`src/rtl/tmr_chan_pkg.sv`:
```
package tmr_chan_pkg;
  typedef enum logic [1:0] {
    EDGE_OFF  = 2'b00,
    EDGE_RISE = 2'b01,
    EDGE_FALL = 2'b10,
    EDGE_ANY  = 2'b11
  } edge_sel_e;

  typedef enum logic [1:0] {
    PIN_KEEP = 2'b00,
    PIN_CLR  = 2'b01,
    PIN_SET  = 2'b10,
    PIN_TGL  = 2'b11
  } pin_act_e;
endpackage

```
`src/rtl/tmr_chan_edge.sv`:
```
module tmr_chan_edge #(
  parameter int SYNC_STAGES = 2
) (
  input  logic       clk,
  input  logic       rst_n,
  input  logic       pin_i,
  input  logic [1:0] sel_i,
  output logic       hit_o
);
  import tmr_chan_pkg::*;

  // chain[SYNC_STAGES-1] is the synchronized level, chain[SYNC_STAGES] its previous value
  logic [SYNC_STAGES:0] chain;
  logic rise, fall;

  always_ff @(posedge clk or negedge rst_n) begin
    if (!rst_n) chain <= '0;
    else        chain <= {chain[SYNC_STAGES-1:0], pin_i};
  end

  assign rise = chain[SYNC_STAGES-1] & ~chain[SYNC_STAGES];
  assign fall = ~chain[SYNC_STAGES-1] & chain[SYNC_STAGES];

  always_comb begin
    unique case (edge_sel_e'(sel_i))
      EDGE_RISE: hit_o = rise;
      EDGE_FALL: hit_o = fall;
      EDGE_ANY:  hit_o = rise | fall;
      default:   hit_o = 1'b0;
    endcase
  end
endmodule

```
`src/rtl/tmr_chan_cmp.sv`:
```
module tmr_chan_cmp #(
  parameter int CW = 16
) (
  input  logic          clk,
  input  logic          rst_n,
  input  logic          wr_i,
  input  logic [CW-1:0] wdata_i,
  input  logic          buf_i,
  input  logic          ovf_i,
  input  logic [CW-1:0] cnt_i,
  output logic [CW-1:0] act_o,
  output logic          match_o
);
  logic [CW-1:0] shadow;
  logic          pend;

  always_ff @(posedge clk or negedge rst_n) begin
    if (!rst_n) begin
      shadow <= '0;
      pend   <= 1'b0;
      act_o  <= '0;
    end else begin
      if (wr_i && !buf_i) begin
        act_o <= wdata_i;
        pend  <= 1'b0;
      end else begin
        if (ovf_i && pend) begin
          act_o <= shadow;
          pend  <= 1'b0;
        end
        if (wr_i) begin
          shadow <= wdata_i;
          pend   <= 1'b1;
        end
      end
    end
  end

  assign match_o = (cnt_i == act_o);


  buf_hold_chk: assert property (@(posedge clk) disable iff (!rst_n)
    (wr_i && buf_i && !ovf_i) |=> $stable(act_o));
endmodule

```
`src/rtl/tmr_chan_out.sv`:
```
module tmr_chan_out (
  input  logic       clk,
  input  logic       rst_n,
  input  logic       en_i,
  input  logic       match_i,
  input  logic       ovf_i,
  input  logic       ovf_tgl_i,
  input  logic [1:0] act_sel_i,
  output logic       out_o
);
  import tmr_chan_pkg::*;

  logic nxt;

  always_comb begin
    nxt = out_o;
    if (en_i) begin
      if (match_i) begin
        unique case (pin_act_e'(act_sel_i))
          PIN_CLR: nxt = 1'b0;
          PIN_SET: nxt = 1'b1;
          PIN_TGL: nxt = ~out_o;
          default: nxt = out_o;
        endcase
      end else if (ovf_i && ovf_tgl_i) begin
        nxt = ~out_o;
      end
    end
  end

  always_ff @(posedge clk or negedge rst_n) begin
    if (!rst_n) out_o <= 1'b0;
    else        out_o <= nxt;
  end


  set_on_match_chk: assert property (@(posedge clk) disable iff (!rst_n)
    (en_i && match_i && act_sel_i == 2'b10) |=> out_o);

  hold_when_off_chk: assert property (@(posedge clk) disable iff (!rst_n)
    !en_i |=> $stable(out_o));
endmodule

```
`src/rtl/tmr_chan.sv`:
```
module tmr_chan #(
  parameter int CW          = 16,
  parameter int SYNC_STAGES = 2
) (
  input  logic          clk,
  input  logic          rst_n,
  input  logic          en_i,
  input  logic          mode_i,
  input  logic [CW-1:0] cnt_i,
  input  logic          ovf_i,
  input  logic [1:0]    edge_sel_i,
  input  logic [1:0]    act_sel_i,
  input  logic          ovf_tgl_i,
  input  logic          buf_en_i,
  input  logic          cmp_wr_i,
  input  logic [CW-1:0] cmp_wdata_i,
  input  logic          flag_clr_i,
  input  logic          cap_pin_i,
  output logic          out_o,
  output logic [CW-1:0] cap_o,
  output logic [CW-1:0] cmp_act_o,
  output logic          flag_o
);
  logic edge_hit, match, cap_ev, cmp_ev, cmp_on;

  tmr_chan_edge #(.SYNC_STAGES(SYNC_STAGES)) edge_u (
    .clk(clk), .rst_n(rst_n), .pin_i(cap_pin_i), .sel_i(edge_sel_i), .hit_o(edge_hit)
  );

  tmr_chan_cmp #(.CW(CW)) cmp_u (
    .clk(clk), .rst_n(rst_n), .wr_i(cmp_wr_i), .wdata_i(cmp_wdata_i), .buf_i(buf_en_i),
    .ovf_i(ovf_i), .cnt_i(cnt_i), .act_o(cmp_act_o), .match_o(match)
  );

  assign cmp_on = en_i & mode_i;

  tmr_chan_out out_u (
    .clk(clk), .rst_n(rst_n), .en_i(cmp_on), .match_i(match), .ovf_i(ovf_i),
    .ovf_tgl_i(ovf_tgl_i), .act_sel_i(act_sel_i), .out_o(out_o)
  );

  assign cap_ev = en_i & ~mode_i & edge_hit;
  assign cmp_ev = cmp_on & match;

  always_ff @(posedge clk or negedge rst_n) begin
    if (!rst_n) begin
      cap_o  <= '0;
      flag_o <= 1'b0;
    end else begin
      if (cap_ev) cap_o <= cnt_i;
      if (cap_ev || cmp_ev) flag_o <= 1'b1;
      else if (flag_clr_i)  flag_o <= 1'b0;
    end
  end


  cap_value_chk: assert property (@(posedge clk) disable iff (!rst_n)
    cap_ev |=> (cap_o == $past(cnt_i)));

  flag_clear_chk: assert property (@(posedge clk) disable iff (!rst_n)
    (flag_clr_i && !cap_ev && !cmp_ev) |=> !flag_o);

  flag_quiet_chk: assert property (@(posedge clk) disable iff (!rst_n)
    (!en_i && !flag_clr_i) |=> $stable(flag_o));
endmodule

```
`config.mk`:
```
export PLATFORM = sky130hd
export DESIGN_NAME = tmr_chan
export DESIGN_NICKNAME = d
export VERILOG_FILES = /design/src/rtl/tmr_chan_pkg.sv /design/src/rtl/tmr_chan_edge.sv /design/src/rtl/tmr_chan_cmp.sv /design/src/rtl/tmr_chan_out.sv /design/src/rtl/tmr_chan.sv
export SDC_FILE = /design/constraint.sdc
export NUM_CORES = 1
export LEC_CHECK = 0
export BUFFER_PORTS_ARGS = -buffer_cell sky130_fd_sc_hd__buf_4
export CAP_MARGIN = 5
export CELL_PAD_IN_SITES_DETAIL_PLACEMENT = 0
export CELL_PAD_IN_SITES_GLOBAL_PLACEMENT = 1
export CORE_ASPECT_RATIO = 1.5
export CORE_MARGIN = 3
export CORE_UTILIZATION = 39
export DETAILED_ROUTE_END_ITERATION = 8
export GPL_TIMING_DRIVEN = 0
export PLACE_DENSITY = 0.83
export SYNTH_ARGS = -nofsm -noshare
export SYNTH_HDL_FRONTEND = slang
export SYNTH_SLANG_ARGS = --single-unit
```
`constraint.sdc`:
```
create_clock -name clk -period 2.8 [get_ports clk]
set_clock_uncertainty 0.15 [all_clocks]
set_input_delay 0.42 -clock clk [delete_from_list [all_inputs] [get_ports clk]]
set_output_delay 0.42 -clock clk [all_outputs]
set_load 0.01 [all_outputs]
```
# Word level (Yosys, flattened, before mapping)
# Index checks and enable logic that the tools add are counted.
[totals] regBits=54 word_cells=49 output_inout_bits=34 inputBits=46
[classes] mux=11 n_bitwise=12 n_eq_ne=8 reduce_logical=11
[op_table] op="16-bit two-way mux" count=2
[op_table] op="16-bit equality test" count=1
[op_table] op="2-bit equality test (second input constant)" count=4
[op_table] op="1-bit two-way mux" count=7
[op_table] op="1-bit bitwise AND" count=6
[op_table] op="1-bit case mux with 3 select lines" count=2
[op_table] op="2-bit nonzero test" count=3
[op_table] op="1-bit inverter" count=5
[op_table] op="2-bit by 1-bit equality test with 1-bit output (second input constant)" count=2
[op_table] op="4-bit by 1-bit != test with 1-bit output (second input constant)" count=1
[op_table] op="1-bit logical AND" count=3
[op_table] op="3-bit AND reduction" count=1
[op_table] op="3-bit nonzero test" count=1
[op_table] op="2-bit AND reduction" count=1
[op_table] op="1-bit zero test" count=1
[op_table] op="1-bit logical OR" count=1
[op_table] op="1-bit bitwise OR" count=1

# Depth between registers and ports, before layout
# Gate-level depths: netlist of the first run.
[logic_depth] ltp_word=7 ltp_mapped=8 ltp_nobuf=7

# By module
# From an unflattened synthesis of the first run, not the netlist that was laid out.
[hier_totals] cells_unflattened=188 area_unflattened_um2=2493.6
[by_module_without_submodules] mod="tmr_chan_cmp" instances=1 cells_each=128 seq_area_each_um2=825.8 area_per_inst_um2=1580.3
[by_module_without_submodules] mod="tmr_chan" instances=1 cells_each=40 seq_area_each_um2=425.4 area_per_inst_um2=704.4
[by_module_without_submodules] mod="tmr_chan_edge" instances=1 cells_each=12 seq_area_each_um2=75.1 area_per_inst_um2=133.9
[by_module_without_submodules] mod="tmr_chan_out" instances=1 cells_each=8 seq_area_each_um2=25.0 area_per_inst_um2=75.1

# Worst setup path before layout of the first run
# OpenSTA, ideal clock, no wires.
[synth_timing] kind="reg-to-reg" startpoint="register edge_u.chain[1]" endpoint="register cap_o[10]" arrival_time_ns=1.740 setup_ns=0.125 n_path_buf=1 path_stages_with_launch=9 slack_ns=0.785 cell_sequence="dfrtp_1 inv_1 ha_1 nor2b_1 o21ai_1 o21ai_2 nor3b_4 buf_8 mux2_2"
[synth_between] elab_chain_cells=5 elab_cells_between_ends=6 cone_classes="1 x mux; 5 x bitwise"
[synth_rtl] item="start, declared" line_no="tmr_chan_edge.sv:13" source="logic [SYNC_STAGES:0] chain;"
[synth_rtl] item="start signal, assigned" line_no="tmr_chan_edge.sv:18" source="else chain <= {chain[SYNC_STAGES-1:0], pin_i};"
[synth_rtl] item="1-bit inverter" line_no="tmr_chan_edge.sv:22" source="assign fall = ~chain[SYNC_STAGES-1] & chain[SYNC_STAGES];"
[synth_rtl] item="1-bit bitwise AND" line_no="tmr_chan_edge.sv:22"
[synth_rtl] item="1-bit bitwise OR" line_no="tmr_chan_edge.sv:28" source="EDGE_ANY: hit_o = rise | fall;"
[synth_rtl] item="1-bit case mux with 3 select lines (*)" line_no="tmr_chan_edge.sv:25" source="unique case (edge_sel_e'(sel_i))"
[synth_rtl] item="1-bit bitwise AND (*)" line_no="tmr_chan.sv:42" source="assign cap_ev = en_i & ~mode_i & edge_hit;"
[synth_rtl] item="end signal, assigned" line_no="tmr_chan.sv:50" source="if (cap_ev) cap_o <= cnt_i;"
[synth_rtl] item="end, declared" line_no="tmr_chan.sv:20" source="output logic [CW-1:0] cap_o,"
# Mark *: on every way between the ends. The rest lies on a longest branch, timed or not.
# A chain may end at the register's enable or synchronous reset.

# Worst setup path after layout of the first run
[layout_timing] startpoint="register edge_u.chain[1]" endpoint="register cap_o[6]"
# The elaborated chain is that of the path after synthesis.

==> out/results.txt, run 1 <==
clk root buf = clkbuf_8
Syn Std Cell Area = 0.002460 mm2
largest net degree at the start of global routing = 55
Total Routing Usage GR = 15.47%
Max Clk Rate = 0.4457 GHz
initial antenna violation count = 0
Required @ worst endpoint = 2.84 ns
DIE WIDTH = 70.85 um
drt initial violations = 63
cells along the critical path = inv_1 > ha_1 > nor2b_1 > o21ai_1 > o21ai_2 > nor3b_4 > buf_8 > mux2_2
Core ar. = 0.005956 mm2
layout cells sized above 1 = 43.82%
GRT busiest layer = met2
CP top delay family = simple AND/OR/NAND/NOR gates
vias in the first global route = 1769
first-pass GRT wire length = 8714 um
Final min period = 2.243 ns
Slew headroom = 55.12%
sequential cell area fraction in the yosys report = 54.93%
Synth Register Bits = 54
detailed-route via count = 1751
# hold bufs at CTS = 0
Critical Path Sink Type = flop
CTS max path bufs = 2
power per cell area = 646.9 mW/mm2
initial core utilization = 41.30%
Num CTS Buffers = 5
RSZ-0062 raised after global routing = no
# Max-Cap Violations = 0
DIE HEIGHT = 103.3 um
Final HPWL DP = 4287 um
worst endpoint data arrival time = 2.29 ns
htree depth = 2
M1 GR Usage = 18.37%
synth warn = 0
Routed Wire Length = 5616 um
nets = 332
CP startpoint = edge_u.chain[1]$_DFF_PN0_
Vias/cell = 4.932
io pins = 80
Post-CTS Resized = 0
Syn Inst Count = 196
n_diodes = 0
Die ar. = 0.007316 mm2
GP Congestion = 0.7264
period utilization = 80.12%
Initial DRT Pass Iterations = 6
Placement Cell Area = 0.003143 mm2
Peak VDD IR = 0.0002649 V
Clock Sinks = 54
setup TNS = 0 ns
Slew @ Worst Pin = 0.6732 ns
worst path buffer plus inverter count = 2
final setup fails = 0
Worst Setup Path Type = flop to flop
CP max FO = 10
count of different cell masters after synthesis = 22
violated checks = negative hold slack
met3 usage = 2.611%
r2r startpoint = edge_u.chain[1]$_DFF_PN0_
site row count = 34
Port Buf Inserts = 79
routed length per placed instance = 15.82 um
M2 GR Usage = 28.09%
syn avg cell area = 12.55 um2
leakage = 1.572 nW
final hold slack = -0.002717 ns
Hold Crit Class = input pin to async pin
Synthesized Nets = 246
drc violations = 0
GRT overflow = 0
TritonCTS clock tree = done
DRT antenna net count = 0
Post-CTS Setup Inserts = 0
Critical-path top delay cell = nor3b_4
CTS clk-pin slew, worst paths = 0.10 ns
Max stage delay on crit path = 0.45 ns
Layout area overhead = 32.25%
fin util = 54.62%
worst skew pair latency = 0.30 ns
final instance area = 0.003253 mm2
outcome = complete, but fails checks
Pins Over Slew Limit = 0
Critical Path Start Type = flop
final hold viol count = 10
## synth_stat cells (all sizes together)
master / n / area, um2
o21ai: 19 / 98.84
o211ai: 2 / 15.01
nand2: 21 / 78.83
buf: 3 / 25.02
inv: 8 / 30.03
nor2: 3 / 11.26
dfrtp: 54 / 1351
mux2i: 18 / 180.2
mux2: 32 / 360.4
nand3: 1 / 5.000
o22ai: 1 / 6.260
nand4: 5 / 31.28
ha: 4 / 50.05
nor4: 1 / 21.27
or3: 1 / 6.260
xnor2: 16 / 140.1
nor3b: 1 / 18.77
clkbuf: 3 / 11.26
nor2b: 3 / 18.77
## per-layer routing
metal  routed length, um  up-vias
li1                    -      849
met1                2311      851
met2                2984       47
met3                 248        4
met4                  72        0
met5                   0        -
## logic make-up after synthesis
group,count (synthesis),share of synthesized area [%]
adders and majority gates,4,2.035
xor gates and xnor gates,16,5.697
DFF,54,54.93
muxes,50,21.97
buffers and inverters,14,2.696
and+or+nand+nor,36,7.783
AOI/OAI and AO/OA,22,4.883
## worst paths after layout
path	endpoint	slack, ns	depth (start not counted)
min in group clk	edge_u.chain[0]$_DFF_PN0_	0.06	1
setup reg to reg	cap_o[6]$_DFFE_PN0P_	0.56	8
max in group asynchronous	cmp_u.act_o[12]$_DFFE_PN0P_	2.06	1
hold reg to reg	edge_u.chain[1]$_DFF_PN0_	0.21	0
hold / removal	cap_o[4]$_DFFE_PN0P_	-0.003	1
setup / recovery	cap_o[6]$_DFFE_PN0P_	0.56	8
## flip-flops by register name, summed over array words and instances (netlist names)
name and cells:
edge_u.chain 3, cmp_u.pend 1, cap_o 16, out_u.out_o 1, cmp_u.act_o 16, flag_o 1, cmp_u.shadow 16
## stage by stage
stage	worst slack (ns)	instances	power [mW]
global placement	0.5933	347	1.602
CTS	0.5199	355	2.137
floorplan	0.7850	196	1.298
finish	0.5565	355	2.105
detailed placement	0.5551	347	1.618
global route	0.3990	355	2.219
## cell type report
type,instances,area [um2]
buffer,6,36.28
sequential,54,1351
clock inverter,2,37.54
fill,543,2703
clock buffer,6,72.57
inverter,8,30.03
tap,72,90.09
timing repair buffer,79,593.1
multi-input combinational,128,1042
## where the power goes
group | switching, mW | internal [mW] | leakage [nW]
clock | 0.248 | 0.267 | 0.0514
sequential | 0.103 | 0.927 | 0.649
combinational | 0.233 | 0.327 | 0.871
total | 0.584 | 1.52 | 1.57
## placed cells by master, fill, tap and decap left out, types with 2 or more instances in the layout
cell      instances
buf_4            79
dfrtp_1          54
mux2_2           32
nand2_1          21
mux2i_1          18
o21ai_0          17
xnor2_1          16
inv_1             8
nand4_1           5
clkbuf_8          5
clkbuf_1          4
ha_1              4
nor2b_1           3
nor2_1            3
buf_2             2
o211ai_1          2
Power figures use the tool's default switching activity.
==> run 2, diff against run 1 <==
--- a/config.mk
+++ b/config.mk
@@ -5,16 +5,17 @@
 export SDC_FILE = /design/constraint.sdc
 export NUM_CORES = 1
 export LEC_CHECK = 0
+export ABC_AREA = 1
 export BUFFER_PORTS_ARGS = -buffer_cell sky130_fd_sc_hd__buf_4
 export CAP_MARGIN = 5
 export CELL_PAD_IN_SITES_DETAIL_PLACEMENT = 0
 export CELL_PAD_IN_SITES_GLOBAL_PLACEMENT = 1
 export CORE_ASPECT_RATIO = 1.5
 export CORE_MARGIN = 3
-export CORE_UTILIZATION = 39
+export CORE_UTILIZATION = 36
 export DETAILED_ROUTE_END_ITERATION = 8
 export GPL_TIMING_DRIVEN = 0
-export PLACE_DENSITY = 0.83
+export PLACE_DENSITY = 0.82
 export SYNTH_ARGS = -nofsm -noshare
 export SYNTH_HDL_FRONTEND = slang
 export SYNTH_SLANG_ARGS = --single-unit
==> constraint.sdc (replaced) <==
create_clock -name clk -period 2.1 [get_ports clk]
set_clock_uncertainty 0.15 [all_clocks]
set_input_delay 0.315 -clock clk [delete_from_list [all_inputs] [get_ports clk]]
set_output_delay 0.315 -clock clk [all_outputs]
set_load 0.01 [all_outputs]
==> run 2 against run 1 <==
The flow now finishes without violations. Critical endpoint is now out_u.out_o$_DFFE_PN0P_. Total power rose by 32%. Die area rose by 12%. Critical path depth rose by 3. Global-route usage rose by 0.11 points. Largest cell class unchanged. Fmax rose by 32%. Register-to-register slack got worse by 0.16 ns. Highest routed layer unchanged. Utilization fell by 5.7 points.
==> out/results.txt, run 2 <==
leakage = 1.820 nW
setup TNS = 0 ns
Total Routing Usage GR = 15.59%
DIE HEIGHT = 109.2 um
htree depth = 2
detailed-route via count = 2227
Die ar. = 0.008168 mm2
vias in the first global route = 2116
worst skew pair latency = 0.31 ns
FFs w/ async S/R, synth = 100.0%
Clock Sinks = 54
clk root buf = clkbuf_8
Layout area overhead = 32.11%
cell taking the most area after synthesis = dfrtp_1
r2r startpoint = cmp_u.act_o[4]$_DFFE_PN0P_
Sequential Area = 0.001351 mm2
Syn Inst Count = 316
Synthesized Nets = 366
routed length per placed instance = 12.59 um
Vias/cell = 4.611
first-pass GRT wire length = 9839 um
GRT overflow = 0
pre-CTS setup slack = 0.3674 ns
Num CTS Buffers = 5
area of the multi-input gates = 959.7 um2
drc violations = 0
TritonCTS clock tree = done
number of synthesized flops with an enable pin = 0
GP Congestion = 0.7474
Routed Wire Length = 6083 um
Critical Path Start Type = flop
Hold Path End = cmp_u.shadow[0]$_DFFE_PN0P_
top-count cell post-synth = nand2_1
n_diodes = 0
Hold Crit Class = input pin to flop
Synth Register Bits = 54
dominant cells by area after synthesis = dfrtp_1, nand2_1, inv_1
setup ws final = 0.3999 ns
DRT antenna net count = 0
Critical Path Sink Type = flop
Slew @ Worst Pin = 0.6796 ns
power per cell area = 820.2 mW/mm2
period utilization = 80.96%
CP max FO = 3
final hold slack = 0.1005 ns
Final HPWL DP = 4898 um
DIE WIDTH = 74.80 um
syn avg cell area = 8.089 um2
Initial DRT Pass Iterations = 4
R2R cell count = 11
RSZ-0062 raised after global routing = no
largest net degree at the start of global routing = 55
CTS clk-pin slew, worst paths = 0.10 ns
switching portion of total power = 29.78%
Max Clk Rate = 0.5882 GHz
sequential share of power = 48.0%
final setup fails = 0
cells along the critical path = inv_1 > nand2_1 > nand2_1 > nor2_1 > nand2_1 > nor2_2 > nand2_2 > a21oi_2 > nand2_1 > nand2_1 > nand2_1
Commonest cells post-synth = nand2_1, dfrtp_1, inv_1, o21ai_0, nor2_1
top-area cell type share of the netlist area = 52.86%
initial core utilization = 37.06%
# Max-Cap Violations = 0
CTS max path bufs = 2
worst endpoint data arrival time = 1.75 ns
initial antenna violation count = 0
Max stage delay on crit path = 0.38 ns
synth warn = 0
Final min period = 1.700 ns
Hold Path Depth = 2
Required @ worst endpoint = 2.15 ns
worst path buffer plus inverter count = 1
Slew headroom = 54.70%
CP startpoint = cmp_u.act_o[4]$_DFFE_PN0P_
nets = 454
P_sw = 0.8248 mW
Pins Over Slew Limit = 0
most frequent cells in the layout = nand2_1, buf_4, dfrtp_1, inv_1, o21ai_0
fill cell count = 698
Reg-to-Reg End = out_u.out_o$_DFFE_PN0P_
site row count = 37
final hold viol count = 0
Post-CTS Resized = 0
hold path startpoint = cmp_wdata_i[0]
r2r setup slk = 0.40 ns
Clk pwr share = 24.8%
most frequent CP cell = nand2_1
P_int = 1.945 mW
sequential cell area fraction in the yosys report = 52.86%
Worst Setup Path Type = flop to flop
Peak VDD IR = 0.0003473 V
Comb power frac = 27.3%
leading registers by flop count = cap_o (16), cmp_u.act_o (16), cmp_u.shadow (16)
Critical-path top delay cell = dfrtp_1
io pins = 80
outcome = complete, no violations
Post-CTS Setup Inserts = 0
Syn Std Cell Area = 0.002556 mm2
Port Buf Inserts = 79
prevailing post-synth register cell = dfrtp_1
Core ar. = 0.006898 mm2
layout cells sized above 1 = 26.91%
CP top delay family = simple AND/OR/NAND/NOR gates
drt initial violations = 126
leading cell type in the layout, fill and taps excluded = nand2_1
count of different cell masters after synthesis = 23
[run 2: cell count changes after synthesis, sizes merged, moves of 15 or more]
cell | previous run | this run
nand2 | 21 | 92
inv | 8 | 52
o21ai | 19 | 44
mux2i | 18 | 0
o22ai | 1 | 16
nor2 | 3 | 28
xnor2 | 16 | 0
mux2 | 32 | 4
[run 2: power by group through the flow]
stage                     Combinational [mW]  Clock (mW)  Sequential, mW
final                                  0.755       0.686            1.33
after global routing                   0.853       0.749            1.35
after CTS                              0.770       0.699            1.33
after detailed placement               0.765           0            1.35
after global placement                 0.755           0            1.34
after floorplan                        0.310           0            1.40
[run 2: layout make-up]
cell class,count,area share [%]
Timing Repair Buffer,81,18.15
Inverter,52,5.780
Clock buffer,6,2.149
Sequential cell,54,40.01
Multi-Input combinational cell,199,28.42
Clock inverter,2,1.112
Tap cell,78,2.890
Buffer,11,1.482
[run 2: how the worst max path moves through the flow]
stage | endpoint | cells past startpoint | slack (ns)
floorplan | cap_o[12]$_DFFE_PN0P_ | 8 | 0.63
global placement | out_u.out_o$_DFFE_PN0P_ | 11 | 0.40
finish | out_u.out_o$_DFFE_PN0P_ | 11 | 0.40
detailed placement | out_u.out_o$_DFFE_PN0P_ | 11 | 0.37
CTS | out_u.out_o$_DFFE_PN0P_ | 11 | 0.36
global route | out_u.out_o$_DFFE_PN0P_ | 11 | 0.19
[run 2: metrics by stage]
stage          instance area (um2)  instances  utilization, %  power [mW]
6_report                      3377        483           48.96       2.770
5_1_grt                       3377        483           48.96       2.957
4_1_cts                       3377        483           48.96       2.797
3_5_place_dp                  3247        473           47.07       2.114
3_3_place_gp                  3247        473           47.07       2.099
2_1_floorplan                 2556        316               -       1.709
[run 2: logic make-up (layout without fill, tap and decap cells)]
kind of cell    count (synthesis)  in the layout  share of synthesized area (%)
flops                          54             54                          52.86
compound gates                 64             64                          13.71
simple gates                  127            127                          20.12
fa+ha+maj                       4              4                          1.958
buf+inv                        63            152                          9.594
mux                             4              4                          1.762
[run 2: repair_timing]
action	in CTS	in global routing
endpoints found under the setup margin	0	0
hold endpoints to repair	55	0
hold buffers	2	0
[run 2: layer usage]
layer	share of wire (%)	GRT usage, %	vias to the layer above
met1	41	19.17	992
met3	4.5	1.753	6
met5	0	0	-
met4	1.2	3.817	0
li1	-	-	1170
met2	53	28.43	59
